==> src/rtl/frame_hdr_pkg.sv <==
package frame_hdr_pkg;

  localparam int OFF_W = 10;

  localparam logic [1:0] LM_HALT      = 2'd1;
  localparam logic [1:0] LM_DATA_ONLY = 2'd2;

  localparam logic [OFF_W-1:0] HDR_LONG  = OFF_W'(512);
  localparam logic [OFF_W-1:0] HDR_SHORT = OFF_W'(32);

  localparam int SP_EN_BIT    = 31;
  localparam int SP_FIRST_BIT = 29;
  localparam int SP_LINE_LSB  = 16;

  typedef enum logic [1:0] {
    RES_NONE = 2'd0,
    RES_OK   = 2'd1,
    RES_SKIP = 2'd2,
    RES_ERR  = 2'd3
  } result_e;

endpackage

==> src/rtl/fhp_depth_decode.sv <==
module fhp_depth_decode
  import frame_hdr_pkg::*;
(
  input  logic [2:0]       code_i,
  input  logic [1:0]       load_mode_i,
  input  logic             tft_i,
  output logic             supported_o,
  output logic [2:0]       bpp_lg_o,
  output logic [4:0]       bpp_o,
  output logic [OFF_W-1:0] off_o,
  output logic             narrow_o
);

  always_comb begin
    supported_o = (code_i != 3'd0);
    unique case (code_i)
      3'd1:    bpp_lg_o = 3'd1;
      3'd2:    bpp_lg_o = 3'd2;
      3'd3:    bpp_lg_o = 3'd3;
      3'd0:    bpp_lg_o = 3'd0;
      default: bpp_lg_o = 3'd4;
    endcase
    bpp_o    = 5'(1) << bpp_lg_o;
    narrow_o = (bpp_lg_o == 3'd4) && !tft_i;
    if (load_mode_i == LM_DATA_ONLY)
      off_o = '0;
    else if (code_i >= 3'd3)
      off_o = HDR_LONG;
    else
      off_o = HDR_SHORT;
  end

endmodule

==> src/rtl/fhp_geometry.sv <==
module fhp_geometry
  import frame_hdr_pkg::*;
#(
  parameter int DIM_W = 10,
  parameter int BUF_W = 24
) (
  input  logic [DIM_W-1:0]   width_m1_i,
  input  logic [DIM_W-1:0]   height_m1_i,
  input  logic [2:0]         bpp_lg_i,
  input  logic [OFF_W-1:0]   off_i,
  input  logic [31:0]        subpanel_i,
  input  logic [BUF_W-1:0]   buf_bytes_i,
  output logic [DIM_W+1:0]   line_bytes_o,
  output logic [DIM_W-1:0]   first_line_o,
  output logic [DIM_W:0]     line_count_o,
  output logic               overrun_o
);

  localparam int EXT_W   = DIM_W + 1;
  localparam int LBB_W   = EXT_W + 4;
  localparam int AREA_W  = 2 * EXT_W;
  localparam int FBITS_W = AREA_W + 4;
  localparam int FRAME_W = FBITS_W - 3;
  localparam int CMP_W   = ((FRAME_W > BUF_W) ? FRAME_W : BUF_W) + 2;

  logic [EXT_W-1:0]   width;
  logic [EXT_W-1:0]   height;
  logic [LBB_W-1:0]   line_bits;
  logic [AREA_W-1:0]  area;
  logic [FBITS_W-1:0] frame_bits;
  logic [CMP_W-1:0]   need;
  logic [CMP_W-1:0]   limit;
  logic [DIM_W-1:0]   sp_value;

  always_comb begin
    width      = EXT_W'(width_m1_i) + EXT_W'(1);
    height     = EXT_W'(height_m1_i) + EXT_W'(1);
    line_bits  = LBB_W'(width) << bpp_lg_i;
    line_bytes_o = line_bits[LBB_W-1:3];
    area       = AREA_W'(width) * AREA_W'(height);
    frame_bits = FBITS_W'(area) << bpp_lg_i;
    need       = CMP_W'(off_i) + CMP_W'(frame_bits[FBITS_W-1:3]);
    limit      = CMP_W'(buf_bytes_i) + CMP_W'(2);
    overrun_o  = need > limit;
  end

  always_comb begin
    sp_value     = subpanel_i[SP_LINE_LSB +: DIM_W];
    first_line_o = '0;
    line_count_o = height;
    if (subpanel_i[SP_EN_BIT]) begin
      if (subpanel_i[SP_FIRST_BIT])
        first_line_o = sp_value;
      else
        line_count_o = EXT_W'(sp_value);
    end
  end

endmodule

==> src/rtl/frame_hdr_prep.sv <==
module frame_hdr_prep
  import frame_hdr_pkg::*;
#(
  parameter int DIM_W = 10,
  parameter int BUF_W = 24
) (
  input  logic                clk,
  input  logic                rst_n,
  input  logic                start_i,
  input  logic [15:0]         pal_word_i,
  input  logic [1:0]          load_mode_i,
  input  logic                tft_i,
  input  logic [DIM_W-1:0]    width_m1_i,
  input  logic [DIM_W-1:0]    height_m1_i,
  input  logic [31:0]         subpanel_i,
  input  logic [BUF_W-1:0]    buf_bytes_i,
  output logic                done_o,
  output logic                frame_ok_o,
  output logic                frame_skip_o,
  output logic                sync_err_o,
  output logic [4:0]          bpp_o,
  output logic                narrow_o,
  output logic [OFF_W-1:0]    data_off_o,
  output logic [DIM_W+1:0]    line_bytes_o,
  output logic [DIM_W-1:0]    first_line_o,
  output logic [DIM_W:0]      line_count_o
);

  localparam int CODE_LSB = 12;

  logic             dec_supported;
  logic [2:0]       dec_bpp_lg;
  logic [4:0]       dec_bpp;
  logic [OFF_W-1:0] dec_off;
  logic             dec_narrow;
  logic [DIM_W+1:0] geo_line_bytes;
  logic [DIM_W-1:0] geo_first;
  logic [DIM_W:0]   geo_count;
  logic             geo_overrun;

  fhp_depth_decode u_depth (
    .code_i      (pal_word_i[CODE_LSB +: 3]),
    .load_mode_i (load_mode_i),
    .tft_i       (tft_i),
    .supported_o (dec_supported),
    .bpp_lg_o    (dec_bpp_lg),
    .bpp_o       (dec_bpp),
    .off_o       (dec_off),
    .narrow_o    (dec_narrow)
  );

  fhp_geometry #(.DIM_W(DIM_W), .BUF_W(BUF_W)) u_geom (
    .width_m1_i   (width_m1_i),
    .height_m1_i  (height_m1_i),
    .bpp_lg_i     (dec_bpp_lg),
    .off_i        (dec_off),
    .subpanel_i   (subpanel_i),
    .buf_bytes_i  (buf_bytes_i),
    .line_bytes_o (geo_line_bytes),
    .first_line_o (geo_first),
    .line_count_o (geo_count),
    .overrun_o    (geo_overrun)
  );

  result_e res_d, res_q;
  logic    load_en;

  // next-state
  always_comb begin
    res_d = RES_NONE;
    if (start_i) begin
      if (load_mode_i == LM_HALT || !dec_supported)
        res_d = RES_SKIP;
      else if (geo_overrun)
        res_d = RES_ERR;
      else
        res_d = RES_OK;
    end
    load_en = (res_d == RES_OK);
  end

  // result register
  always_ff @(posedge clk or negedge rst_n) begin
    if (!rst_n) res_q <= RES_NONE;
    else        res_q <= res_d;
  end

  // parameter registers with explicit load enable
  always_ff @(posedge clk or negedge rst_n) begin
    if (!rst_n) begin
      bpp_o        <= '0;
      narrow_o     <= 1'b0;
      data_off_o   <= '0;
      line_bytes_o <= '0;
      first_line_o <= '0;
      line_count_o <= '0;
    end else if (load_en) begin
      bpp_o        <= dec_bpp;
      narrow_o     <= dec_narrow;
      data_off_o   <= dec_off;
      line_bytes_o <= geo_line_bytes;
      first_line_o <= geo_first;
      line_count_o <= geo_count;
    end
  end

  always_comb begin
    done_o       = (res_q != RES_NONE);
    frame_ok_o   = (res_q == RES_OK);
    frame_skip_o = (res_q == RES_SKIP);
    sync_err_o   = (res_q == RES_ERR);
  end

  AST_DONE_AFTER_START: assert property (@(posedge clk) disable iff (!rst_n)
    start_i |=> done_o);
  AST_DONE_NEEDS_START: assert property (@(posedge clk) disable iff (!rst_n)
    done_o |-> $past(start_i));
  AST_ONE_OUTCOME: assert property (@(posedge clk) disable iff (!rst_n)
    done_o |-> ($countones({frame_ok_o, frame_skip_o, sync_err_o}) == 1));
  AST_QUIET_IDLE: assert property (@(posedge clk) disable iff (!rst_n)
    !done_o |-> !(frame_ok_o || frame_skip_o || sync_err_o));
  AST_HOLD_PARAMS: assert property (@(posedge clk) disable iff (!rst_n)
    !frame_ok_o |-> ($stable(bpp_o) && $stable(data_off_o) && $stable(line_bytes_o)
                     && $stable(first_line_o) && $stable(line_count_o)
                     && $stable(narrow_o)));
  AST_BPP_LEGAL: assert property (@(posedge clk) disable iff (!rst_n)
    frame_ok_o |-> ($onehot(bpp_o) && bpp_o >= 5'd2));
  AST_NARROW_16: assert property (@(posedge clk) disable iff (!rst_n)
    narrow_o |-> (bpp_o == 5'd16));

endmodule

==> config.mk <==
export PLATFORM = sky130hd
export DESIGN_NAME = frame_hdr_prep
export DESIGN_NICKNAME = d
export VERILOG_FILES = /design/src/rtl/frame_hdr_pkg.sv /design/src/rtl/fhp_depth_decode.sv /design/src/rtl/fhp_geometry.sv /design/src/rtl/frame_hdr_prep.sv
export SDC_FILE = /design/constraint.sdc
export NUM_CORES = 1
export LEC_CHECK = 0
export BUFFER_PORTS_ARGS = -buffer_cell sky130_fd_sc_hd__buf_2
export CORE_ASPECT_RATIO = 1.1
export CORE_MARGIN = 4
export CORE_UTILIZATION = 45
export DETAILED_ROUTE_END_ITERATION = 7
export PLACE_DENSITY = 0.66
export SYNTH_ARGS = -nofsm -noshare
export SYNTH_HDL_FRONTEND = slang
export SYNTH_SLANG_ARGS = --single-unit
==> constraint.sdc <==
create_clock -name clk -period 1.7 [get_ports clk]
set_input_delay 0.34 -clock clk [delete_from_list [all_inputs] [get_ports clk]]
set_output_delay 0.34 -clock clk [all_outputs]
set_load 0.02 [all_outputs]
==> results.py <==
metrics = {
    "global_route": {
        "grt_antenna_before_repair": 0,
        "grtUsageTotal_pct": 24.7,
        "grt_pass1_wl_um": 45800,
        "grt_overflow_total": 0,
        "grt_pass1_vias": 9445,
        "grt_max_degree": 30,
    },
    "critical_path": {
        "timing.rr.end": "first_line_o[7]",
        "criticalPathCategory": "input pin to register",
        "path_buf_inv": 6,
        "slowest_stage": "fa_1",
        "worst_setup_path_end_kind": "register",
        "cp_slowest_stage_delay_ps": 530,
        "r2r-start": "first_line_o[7]",
        "worstPathArrival_ps": 8960,
        "r2r_setup_slack_ps": 900,
        "startpoint_type": "input pin",
        "crit_fanout": 12,
        "cp.required_ps": 1870,
        "worstRegToRegCells": 1,
        "crit_family": "adder cells",
        "crit_top_cell": "fa_1",
    },
    "detailed_routing": {
        "drtIter0Drc": 470,
        "vias_per_cell": 5.30,
        "drt_first_pass_iters": 5,
        "post-route-drc-count": 0,
        "wirelength_um": 28900,
        "wl_per_cell_um": 16.7,
        "vias": 9173,
        "ant_nets": 0,
    },
    "placed_design": {
        "placed_area_um2": 12100,
        "hpwl_um": 23200,
        "routabilityCongestion": 0.927,
        "dp.cells": 1665,
        "port_buffers": 109,
    },
    "power": {
        "p_leak_nw": 6.71,
        "power_density_nw_per_um2": 2310,
        "finalPower_mw": 30.8,
        "ir_worst_vdd_mv": 1.79,
    },
    "logic_synthesis": {
        "synth_top_area_share_pct": 17.6,
        "yosys.area.top_type": "fa_1",
        "postSynth.asyncResetShare_pct": 100,
        "ys_seq_elements": 43,
        "synth_edf_count": 0,
        "synthTopCellsByCount": "inv_1 (124), nand2_1 (118), nor2_1 (97), ha_1 (90), fa_1 (80)",
        "synthCells": 1081,
        "ys.warnings.count": 0,
        "syn_area_um2": 9080,
        "yosysSeqAreaShare_pct": 11.8,
        "synth_area_leaders": "fa_1 (18%), ha_1 (12%), dfrtp_1 (12%)",
        "ys.flop_type": "dfrtp_1",
        "synth.most_common_cell": "inv_1",
        "avgSynthCellArea_um2": 8.40,
        "ys_types": 84,
    },
    "sta": {
        "timing.hold.ws_ps": 324,
        "drv_slew": 0,
        "worst_slack_ps": -7090,
        "fin_skew_ps": 0,
        "grt_setup_unrepaired": "yes",
        "fmax_ghz": 0.114,
        "setup_viol": 42,
        "layout_min_cycle_time_ps": 8790,
        "final_hold_viol_count": 0,
        "min_period_over_period_pct": 517,
    },
    "die": {
        "core_um2": 19900,
        "num_rows": 54,
        "start_util_pct": 45.7,
        "die_h_um": 157,
        "die-area_um2": 22500,
        "die_x_um": 143,
        "num_io_pins": 151,
    },
    "cells_and_area": {
        "layout-drive-gt1-share_pct": 42.9,
        "design_area_um2": 13300,
        "area_growth_pct": 47.0,
        "utilization_pct": 67.2,
        "diodes": 0,
        "layout.cells.non_filler": 1730,
        "final_nets": 1745,
    },
    "outcome": {
        "status": "complete, but fails checks",
        "violations": "setup timing",
    },
    "worst_hold_path": {
        "hold_path_end": "res_q[1]",
        "hp-start": "start_i",
        "whs_path_depth": 2,
        "hold_path_class": "input pin to register",
    },
    "clocking": {
        "clockRootBuffer": "clkbuf_16",
        "cts_max_level": 2,
        "insertion_delay_ps": 280,
        "cts_tree": "yes",
        "cts_made_buffers": 5,
        "clkSlewWorstSetupHoldPaths_ps": 60,
        "clock-sinks": 43,
        "clockBufferDepth": 2,
    },
    "job": {
        "cap_violations": 0,
    },
}
==> sequential cells by signal, indices dropped and copies added (netlist names) <==
register      count
bpp_o             5
data_off_o        2
first_line_o     10
line_bytes_o     12
line_count_o     11
narrow_o          1
res_q             2
==> worst max-delay path by stage <==
| stage | startpoint | to | slack, ps | cells past startpoint |
|---|---|---|---|---|
| 4_1_cts | height_m1_i[4] | first_line_o[7] | -6960 | 42 |
| 3_3_place_gp | height_m1_i[0] | first_line_o[7] | -7480 | 41 |
| 6_report | height_m1_i[4] | bpp_o[1] | -7090 | 41 |
| 5_1_grt | height_m1_i[1] | bpp_o[1] | -7500 | 43 |
| 2_1_floorplan | height_m1_i[3] | bpp_o[1] | -7080 | 44 |
| 3_5_place_dp | height_m1_i[0] | first_line_o[9] | -7710 | 40 |
==> layer usage <==
metal | track usage [%] | wire length (um) | vias to the layer above
met1 | 30.5 | 11800 | 4417
met3 | 2.64 | 1370 | 64
met5 | 0 | 0 | -
met4 | 8.61 | 995 | 0
met2 | 44.7 | 14700 | 256
li1 | - | - | 4436
==> logic make-up after synthesis <==
logic type | after synthesis | share of synthesized area (%)
AO/OA/AOI/OAI | 180 | 14.6
AND/OR/NAND/NOR | 374 | 19.8
multiplexers | 59 | 8.13
other | 1 | 0.0413
flip-flops | 43 | 11.8
adder cells (fa/ha/maj) | 170 | 30.0
buffers and inverters | 182 | 8.16
XOR/XNOR | 72 | 7.32
==> layout by cell type, fill, tap and decap left out, drive strengths merged, types with 5 or more instances in the layout <==
| cell type | instances |
|---|---|
| a211o | 6 |
| a211oi | 18 |
| a21o | 14 |
| a21oi | 53 |
| and2 | 18 |
| and3 | 27 |
| and4 | 9 |
| buf | 438 |
| clkbuf | 5 |
| conb | 8 |
| dfrtp | 43 |
| fa | 80 |
| ha | 90 |
| inv | 125 |
| mux2 | 45 |
| mux2i | 7 |
| mux4 | 7 |
| nand2 | 118 |
| nand2b | 16 |
| nand3 | 33 |
| nand4 | 15 |
| nor2 | 97 |
| nor2b | 11 |
| nor3 | 14 |
| o211ai | 6 |
| o21a | 6 |
| o21ai | 38 |
| or2 | 6 |
| xnor2 | 39 |
| xor2 | 33 |
==> power by group <==
| group | switching (mW) | internal [mW] | total [mW] |
|---|---|---|---|
| registers | 0.125 | 1.20 | 1.33 |
| clock network | 0.391 | 0.692 | 1.08 |
| logic | 13.5 | 14.9 | 28.4 |
==> metrics by stage <==
step	setup TNS, ps	worst slack [ps]
global placement	-312470	-7480
detailed placement	-322490	-7710
floorplan	-295870	-7080
finish	-296920	-7090
global route	-313850	-7500
CTS	-289290	-6960
==> layout make-up <==
cell class / count / area, um2
clock inverters: 3 / 43.8
flip-flops and latches: 43 / 1080
multi-input cells: 863 / 8110
repair buffers: 439 / 3210
inverters: 125 / 469
clock buffers: 5 / 125
well taps: 252 / 315
fillers: 1537 / 6520
==> timing repair <==
| item | in CTS | in global routing |
|---|---|---|
| resized for setup | 75 | 59 |
| pin swaps | 64 | 55 |
| hold buffers | 1 | 0 |
| buffers inserted | 36 | 23 |
| setup endpoints to repair | 42 | 42 |
| hold endpoints to repair | 11 | 0 |
| gates cloned | 1 | 0 |
(Power assumes the default switching activity.)
